File: src/rtl/brm_pkg.sv
package brm_pkg;

   typedef enum logic [2:0] {
      ST_IDLE,
      ST_REQ,
      ST_ADDR,
      ST_DATA,
      ST_BOFF,
      ST_DONE
   } brm_state_e;

endpackage

File: src/rtl/brm_sequencer.sv
module brm_sequencer
   import brm_pkg::*;
(
   input  logic       clk,
   input  logic       rst_n,
   input  logic       start,
   input  logic       bus_gnt,
   input  logic       backoff,
   input  logic       bus_rdy,
   input  logic       last_beat,
   output brm_state_e state,
   output logic       beat_ok
);

   brm_state_e state_q, state_d;

   always_comb beat_ok = (state_q == ST_DATA) && bus_rdy && !backoff;

   always_comb begin
      state_d = state_q;
      unique case (state_q)
         ST_IDLE: if (start) state_d = ST_REQ;
         ST_REQ: begin
            if (backoff)      state_d = ST_BOFF;
            else if (bus_gnt) state_d = ST_ADDR;
         end
         ST_ADDR: state_d = backoff ? ST_BOFF : ST_DATA;
         ST_DATA: begin
            if (backoff)                 state_d = ST_BOFF;
            else if (beat_ok && last_beat) state_d = ST_DONE;
         end
         ST_BOFF: if (!backoff) state_d = ST_REQ;
         ST_DONE: state_d = ST_IDLE;
         default: state_d = ST_IDLE;
      endcase
   end

   always_ff @(posedge clk) begin
      if (!rst_n) state_q <= ST_IDLE;
      else        state_q <= state_d;
   end

   assign state = state_q;

endmodule

File: src/rtl/brm_beat_tracker.sv
module brm_beat_tracker #(
   parameter int BEATS  = 4,
   parameter int ADDR_W = 32,
   parameter int DATA_W = 32,
   localparam int IDX_W = $clog2(BEATS),
   localparam int CNT_W = $clog2(BEATS + 1),
   localparam int OFF_W = $clog2(DATA_W / 8)
) (
   input  logic              clk,
   input  logic              rst_n,
   input  logic              clear,
   input  logic              advance,
   input  logic [ADDR_W-1:0] base_addr,
   output logic [IDX_W-1:0]  beat_idx,
   output logic              last_beat,
   output logic [ADDR_W-1:0] beat_addr,
   output logic [CNT_W-1:0]  remain
);

   logic [IDX_W-1:0] beat_q;

   always_ff @(posedge clk) begin
      if (!rst_n)       beat_q <= '0;
      else if (clear)   beat_q <= '0;
      else if (advance) beat_q <= beat_q + 1'b1;
   end

   always_comb begin
      beat_idx  = beat_q;
      last_beat = (beat_q == IDX_W'(BEATS - 1));
      beat_addr = base_addr + (ADDR_W'(beat_q) << OFF_W);
      remain    = CNT_W'(BEATS) - CNT_W'(beat_q);
   end

endmodule

File: src/rtl/brm_line_buffer.sv
module brm_line_buffer #(
   parameter int BEATS  = 4,
   parameter int DATA_W = 32,
   localparam int IDX_W  = $clog2(BEATS),
   localparam int LINE_W = DATA_W * BEATS
) (
   input  logic              clk,
   input  logic              rst_n,
   input  logic              load,
   input  logic [LINE_W-1:0] load_line,
   input  logic              capture,
   input  logic [IDX_W-1:0]  beat_idx,
   input  logic [DATA_W-1:0] cap_word,
   output logic [DATA_W-1:0] cur_word,
   output logic [LINE_W-1:0] line
);

   logic [DATA_W-1:0] slot_q [BEATS];

   for (genvar g = 0; g < BEATS; g++) begin : g_slot
      always_ff @(posedge clk) begin
         if (!rst_n)
            slot_q[g] <= '0;
         else if (load)
            slot_q[g] <= load_line[g*DATA_W +: DATA_W];
         else if (capture && (beat_idx == IDX_W'(g)))
            slot_q[g] <= cap_word;
      end
      assign line[g*DATA_W +: DATA_W] = slot_q[g];
   end

   assign cur_word = slot_q[beat_idx];

endmodule

File: src/rtl/burst_resume_master.sv
module burst_resume_master
   import brm_pkg::*;
#(
   parameter int DATA_W    = 32,
   parameter int ADDR_W    = 32,
   parameter int BEATS     = 4,
   parameter bit ADDR_HOLD = 1'b1,
   localparam int LINE_W   = DATA_W * BEATS,
   localparam int IDX_W    = $clog2(BEATS),
   localparam int CNT_W    = $clog2(BEATS + 1),
   localparam int OFF_W    = $clog2(DATA_W / 8),
   localparam int LINE_OFF = OFF_W + IDX_W
) (
   input  logic              clk,
   input  logic              rst_n,
   input  logic              cmd_valid,
   output logic              cmd_ready,
   input  logic              cmd_write,
   input  logic              cmd_lock,
   input  logic [ADDR_W-1:0] cmd_addr,
   input  logic [LINE_W-1:0] cmd_wline,
   output logic              rsp_done,
   output logic [LINE_W-1:0] rsp_rline,
   output logic              bus_req,
   input  logic              bus_gnt,
   input  logic              bus_backoff,
   output logic              bus_ads,
   output logic              bus_drive,
   output logic              bus_write,
   output logic              bus_lock,
   output logic [ADDR_W-1:0] bus_addr,
   output logic [CNT_W-1:0]  bus_remain,
   output logic [DATA_W-1:0] bus_wdata,
   input  logic [DATA_W-1:0] bus_rdata,
   input  logic              bus_rdy
);

   if (BEATS < 2 || (BEATS & (BEATS - 1)) != 0) begin : g_bad_beats
      $error("BEATS must be a power of two of at least 2");
   end
   if (DATA_W < 8 || (DATA_W & (DATA_W - 1)) != 0) begin : g_bad_width
      $error("DATA_W must be a power-of-two number of bytes");
   end
   if (ADDR_W <= LINE_OFF) begin : g_bad_addr
      $error("ADDR_W too small for one line");
   end

   brm_state_e        st;
   logic              start, beat_ok, last_beat;
   logic              wr_q, lk_q;
   logic [ADDR_W-1:0] base_q, beat_addr;
   logic [IDX_W-1:0]  beat_idx;
   logic [CNT_W-1:0]  remain;
   logic [DATA_W-1:0] cur_word;

   assign cmd_ready = (st == ST_IDLE);
   assign start     = cmd_valid && cmd_ready;

   always_ff @(posedge clk) begin
      if (!rst_n) begin
         wr_q   <= 1'b0;
         lk_q   <= 1'b0;
         base_q <= '0;
      end else if (start) begin
         wr_q   <= cmd_write;
         lk_q   <= cmd_lock;
         base_q <= {cmd_addr[ADDR_W-1:LINE_OFF], {LINE_OFF{1'b0}}};
      end
   end

   brm_sequencer u_seq (
      .clk       (clk),
      .rst_n     (rst_n),
      .start     (start),
      .bus_gnt   (bus_gnt),
      .backoff   (bus_backoff),
      .bus_rdy   (bus_rdy),
      .last_beat (last_beat),
      .state     (st),
      .beat_ok   (beat_ok)
   );

   brm_beat_tracker #(
      .BEATS  (BEATS),
      .ADDR_W (ADDR_W),
      .DATA_W (DATA_W)
   ) u_trk (
      .clk       (clk),
      .rst_n     (rst_n),
      .clear     (start),
      .advance   (beat_ok),
      .base_addr (base_q),
      .beat_idx  (beat_idx),
      .last_beat (last_beat),
      .beat_addr (beat_addr),
      .remain    (remain)
   );

   brm_line_buffer #(
      .BEATS  (BEATS),
      .DATA_W (DATA_W)
   ) u_buf (
      .clk       (clk),
      .rst_n     (rst_n),
      .load      (start),
      .load_line (cmd_wline),
      .capture   (beat_ok && !wr_q),
      .beat_idx  (beat_idx),
      .cap_word  (bus_rdata),
      .cur_word  (cur_word),
      .line      (rsp_rline)
   );

   assign bus_drive  = (st == ST_ADDR) || (st == ST_DATA);
   assign bus_ads    = (st == ST_ADDR);
   assign bus_req    = (st == ST_REQ) || bus_drive;
   assign bus_write  = bus_drive && wr_q;
   assign bus_lock   = lk_q && (st != ST_IDLE);
   assign bus_remain = bus_ads ? remain : '0;
   assign bus_wdata  = bus_write ? cur_word : '0;
   assign rsp_done   = (st == ST_DONE);

   if (ADDR_HOLD) begin : g_addr_hold
      assign bus_addr = bus_drive ? beat_addr : '0;
   end else begin : g_addr_strobe
      assign bus_addr = bus_ads ? beat_addr : '0;
   end

endmodule

File: config.mk
export PLATFORM = sky130hd
export DESIGN_NAME = burst_resume_master
export DESIGN_NICKNAME = d
export VERILOG_FILES = /design/src/rtl/brm_pkg.sv /design/src/rtl/brm_sequencer.sv /design/src/rtl/brm_beat_tracker.sv /design/src/rtl/brm_line_buffer.sv /design/src/rtl/burst_resume_master.sv
export SDC_FILE = /design/constraint.sdc
export NUM_CORES = 1
export LEC_CHECK = 0
export ABC_AREA = 1
export BUFFER_PORTS_ARGS = -buffer_cell sky130_fd_sc_hd__clkbuf_2
export CORE_AREA = 2 2 154 156
export DETAILED_ROUTE_END_ITERATION = 7
export DIE_AREA = 0 0 156 158
export HOLD_SLACK_MARGIN = 0.15
export PLACE_DENSITY = 0.66
export SETUP_SLACK_MARGIN = 0.4
export SYNTH_ARGS = -nofsm -noshare
export SYNTH_HDL_FRONTEND = slang
export SYNTH_SLANG_ARGS = --single-unit
File: constraint.sdc
create_clock -name clk -period 3.1 [get_ports clk]
set_input_delay 0.155 -clock clk [delete_from_list [all_inputs] [get_ports clk]]
set_output_delay 0.155 -clock clk [all_outputs]
set_load 0.005 [all_outputs]
==> out/results.ini <==
[logic_synthesis]
synth_seq_cells = 165
yosys_most_used_dff = edfxtp_1
syn_area_per_cell_sq_um = 8.29
synth-seq-area-share = 0.544
yosys.area_share.adder = 0.00593
synth.top_cell.area_share = 0.456
synth_area_sq_um = 8430
synth_compound_area_frac = 0.118
synth_area_leaders = edfxtp_1 46%, nand2_1 11%, dfxtp_1 8.8%
synthTopCellsByCount = 239 x nand2_1, 169 x nor2_1, 128 x edfxtp_1
yosys_warnings = 0
synthMuxAreaShare = 0
synth_cells = 1017
yosysTopAreaCell = edfxtp_1
synth_top_family_by_area = simple AND/OR/NAND/NOR gates
yosys.area_share.simple = 0.246
async_reset_ff_frac = 0
synth_cell_types = 26
yosysMostFrequentCell = nand2_1
synth_edf_count = 128
synthXorXnorAreaFrac = 0

[cells_and_area]
nFillCells = 1916
drive_above_1_share = 0.282
synthToLayoutAreaGrowth_pct = 65.8
insertedDiodeCount = 0
fin_nets = 1865

[global_routing]
grt_pass1_wl_microns = 50800
gr-total-overflow = 0
grt_usage = 0.270
grt_max_degree = 90
grt_pass1_vias = 9702
antenna_found_initial = 0

[sta]
rsz0062_at_grt = false
fmax_mhz = 400
tns_ns = 0
hold_ws_ns = 0.169
worst-slew-pin-transition_ns = 0.751
finalCriticalPeriod_ns = 2.50
slew_viol_final = 0
hold_violations = 0
finalSetupViolCount = 0
max-slew-margin-rel = 0.500
timing.final.crit_share = 0.807
skew_ns = 0.0112
setup_ws_ns = 0.600

[min_path]
holdCritPathClass = in -> reg

[worst_setup_path]
crit_required_ns = 2.94
crit_type = reg -> out
startpoint_type = flip-flop
r2r_slack_ns = 0.63
cp_cell_sequence = inv_1 > nor2_2 > inv_2 > nor2_1 > inv_1 > buf_4 > a21oi_1 > clkbuf_2
critical_path.slowest_cell = dfxtp_2
crit_path_max_incr_delay_ns = 0.44
crit_fanout = 31
arrival_ns = 2.35
path_delay_family = buffers and inverters
crit_top_cell = inv_1
crit_buf_inv = 5
critPathCaptureType = output pin

[die]
die_h_microns = 158
start_util = 0.366
die_w_microns = 156
ios = 402
dieArea_sq_um = 24600
core_sq_um = 23100
num_rows = 56

[routing]
route.met3.wl_microns = 3020
topRoutingLayerUsed = met4
dr_total_vias = 10000
drcViolationCount = 0
met2_length_microns = 17400
firstDrtPassIters = 6
viasPerCell = 5.11
wl_met1_microns = 13100
ant_nets = 0
routedWlPerCell_microns = 17.7
drt_iter0_drc = 966
wirelength_microns = 34700

[cts]
cts_max_level = 4
cts_num_sinks = 165
cts_tree = yes
clockBufferDepth = 2
clock_latency_ns = 0.43
cts_inserted_buffers = 17
root_buffer = clkbuf_16
clkSlewWorstSetupHoldPaths_ns = 0.06

[pwr]
seqPwrFrac = 0.451
p_sw_frac = 0.290
p_int_mw = 4.72
comb_power_share = 0.228
switchingPower_mw = 1.93
vdd_drop_max_v = 0.000309
power_frac_clock = 0.321
leakagePower_nw = 6.75
power_density_nw_per_um2 = 475

[placement]
numPortBuffers = 395
dp_slack_ns = 0.659
hpwl_microns = 21600
place.gp.congestion = 0.829

[status]
status = completed

[job]
maxCapViolCount = 0

through the flow:
step / instance area [sq um] / power (mW) / util / cells
after CTS: 14000 / 6.63 / 0.606 / 1963
final: 14000 / 6.65 / 0.607 / 1964
after global placement: 10600 / 4.17 / 0.459 / 1650
after global routing: 14000 / 6.94 / 0.607 / 1964
after detailed placement: 10600 / 4.19 / 0.459 / 1650
after floorplan: 8440 / 3.52 / - / 1018
power groups by stage:
stage	Combinational (mW)	Clock, mW	Sequential, mW
3_5_place_dp	1.16	0	3.03
5_1_grt	1.66	2.25	3.03
3_3_place_gp	1.14	0	3.02
6_report	1.52	2.13	3.00
2_1_floorplan	0.512	0	3.01
4_1_cts	1.49	2.16	2.99
metal layers:
metal | global-route usage | vias to the layer above
met4 | 0.127 | 0
met3 | 0.0553 | 112
met5 | 0 | -
met1 | 0.315 | 4634
li1 | - | 4686
met2 | 0.476 | 612
kinds of logic (layout without fill, tap and decap cells):
| group | Yosys count | in the layout |
|---|---|---|
| buffers and inverters | 160 | 815 |
| adder cells (fa/ha/maj) | 4 | 4 |
| AO/OA/AOI/OAI | 197 | 197 |
| flip-flops | 165 | 165 |
| AND/OR/NAND/NOR | 490 | 491 |
| other | 1 | 2 |
sequential cells by signal (all words and copies together) (netlist names), named ones only:
register        flops
u_buf.slot_q      128
base_q             28
u_seq.state         3
u_trk.beat_idx      2
lk_q                1
wr_q                1
placed cells by master (no fill, tap or decap), drive strengths merged:
| cell | instances |
|---|---|
| nor2 | 176 |
| nand2 | 242 |
| conb | 2 |
| nand4 | 67 |
| o21ai | 160 |
| clkinv | 3 |
| clkinvlp | 4 |
| edfxtp | 128 |
| inv | 87 |
| a21oi | 35 |
| nor3 | 1 |
| a211oi | 2 |
| dlygate4sd3 | 281 |
| bufinv | 2 |
| buf | 24 |
| clkbuf | 414 |
| ha | 4 |
| dfxtp | 37 |
| nand3 | 5 |
final cells by class:
cell class                      count  area (sq um)  share of cell area
Clock buffer                       19           433              0.0310
Clock inverter                     13           149              0.0106
Inverter                           83           312              0.0223
Multi-Input combinational cell    694          3150               0.225
Sequential cell                   165          4590               0.328
Tap cell                          290           363              0.0259
Timing Repair Buffer              700          4990               0.357
worst reg2reg max path: cells and delay by family, from the launching register on:
family / cells / cell delay [ns]
AND/OR/NAND/NOR: 5 / 0.82
buffers and inverters: 2 / 1.14
flip-flops: 1 / 0.38
final timing paths:
kind                       start                   to  cells past startpoint
hold / removal      bus_rdata[1]   u_buf.slot_q[1][1]                      3
setup / recovery  u_seq.state[1]         bus_wdata[4]                      8
setup reg to reg  u_seq.state[0]  u_buf.slot_q[0][20]                      7
hold reg to reg       base_q[25]           base_q[25]                      2
timing repair:
action                                  4_1_cts  5_1_grt
resized for setup                             0        1
hold buffers                                281        0
hold endpoints to repair                    164        0
endpoints found under the setup margin        0       22
setup buffers                                 0        0
(Power assumes the default switching activity.)
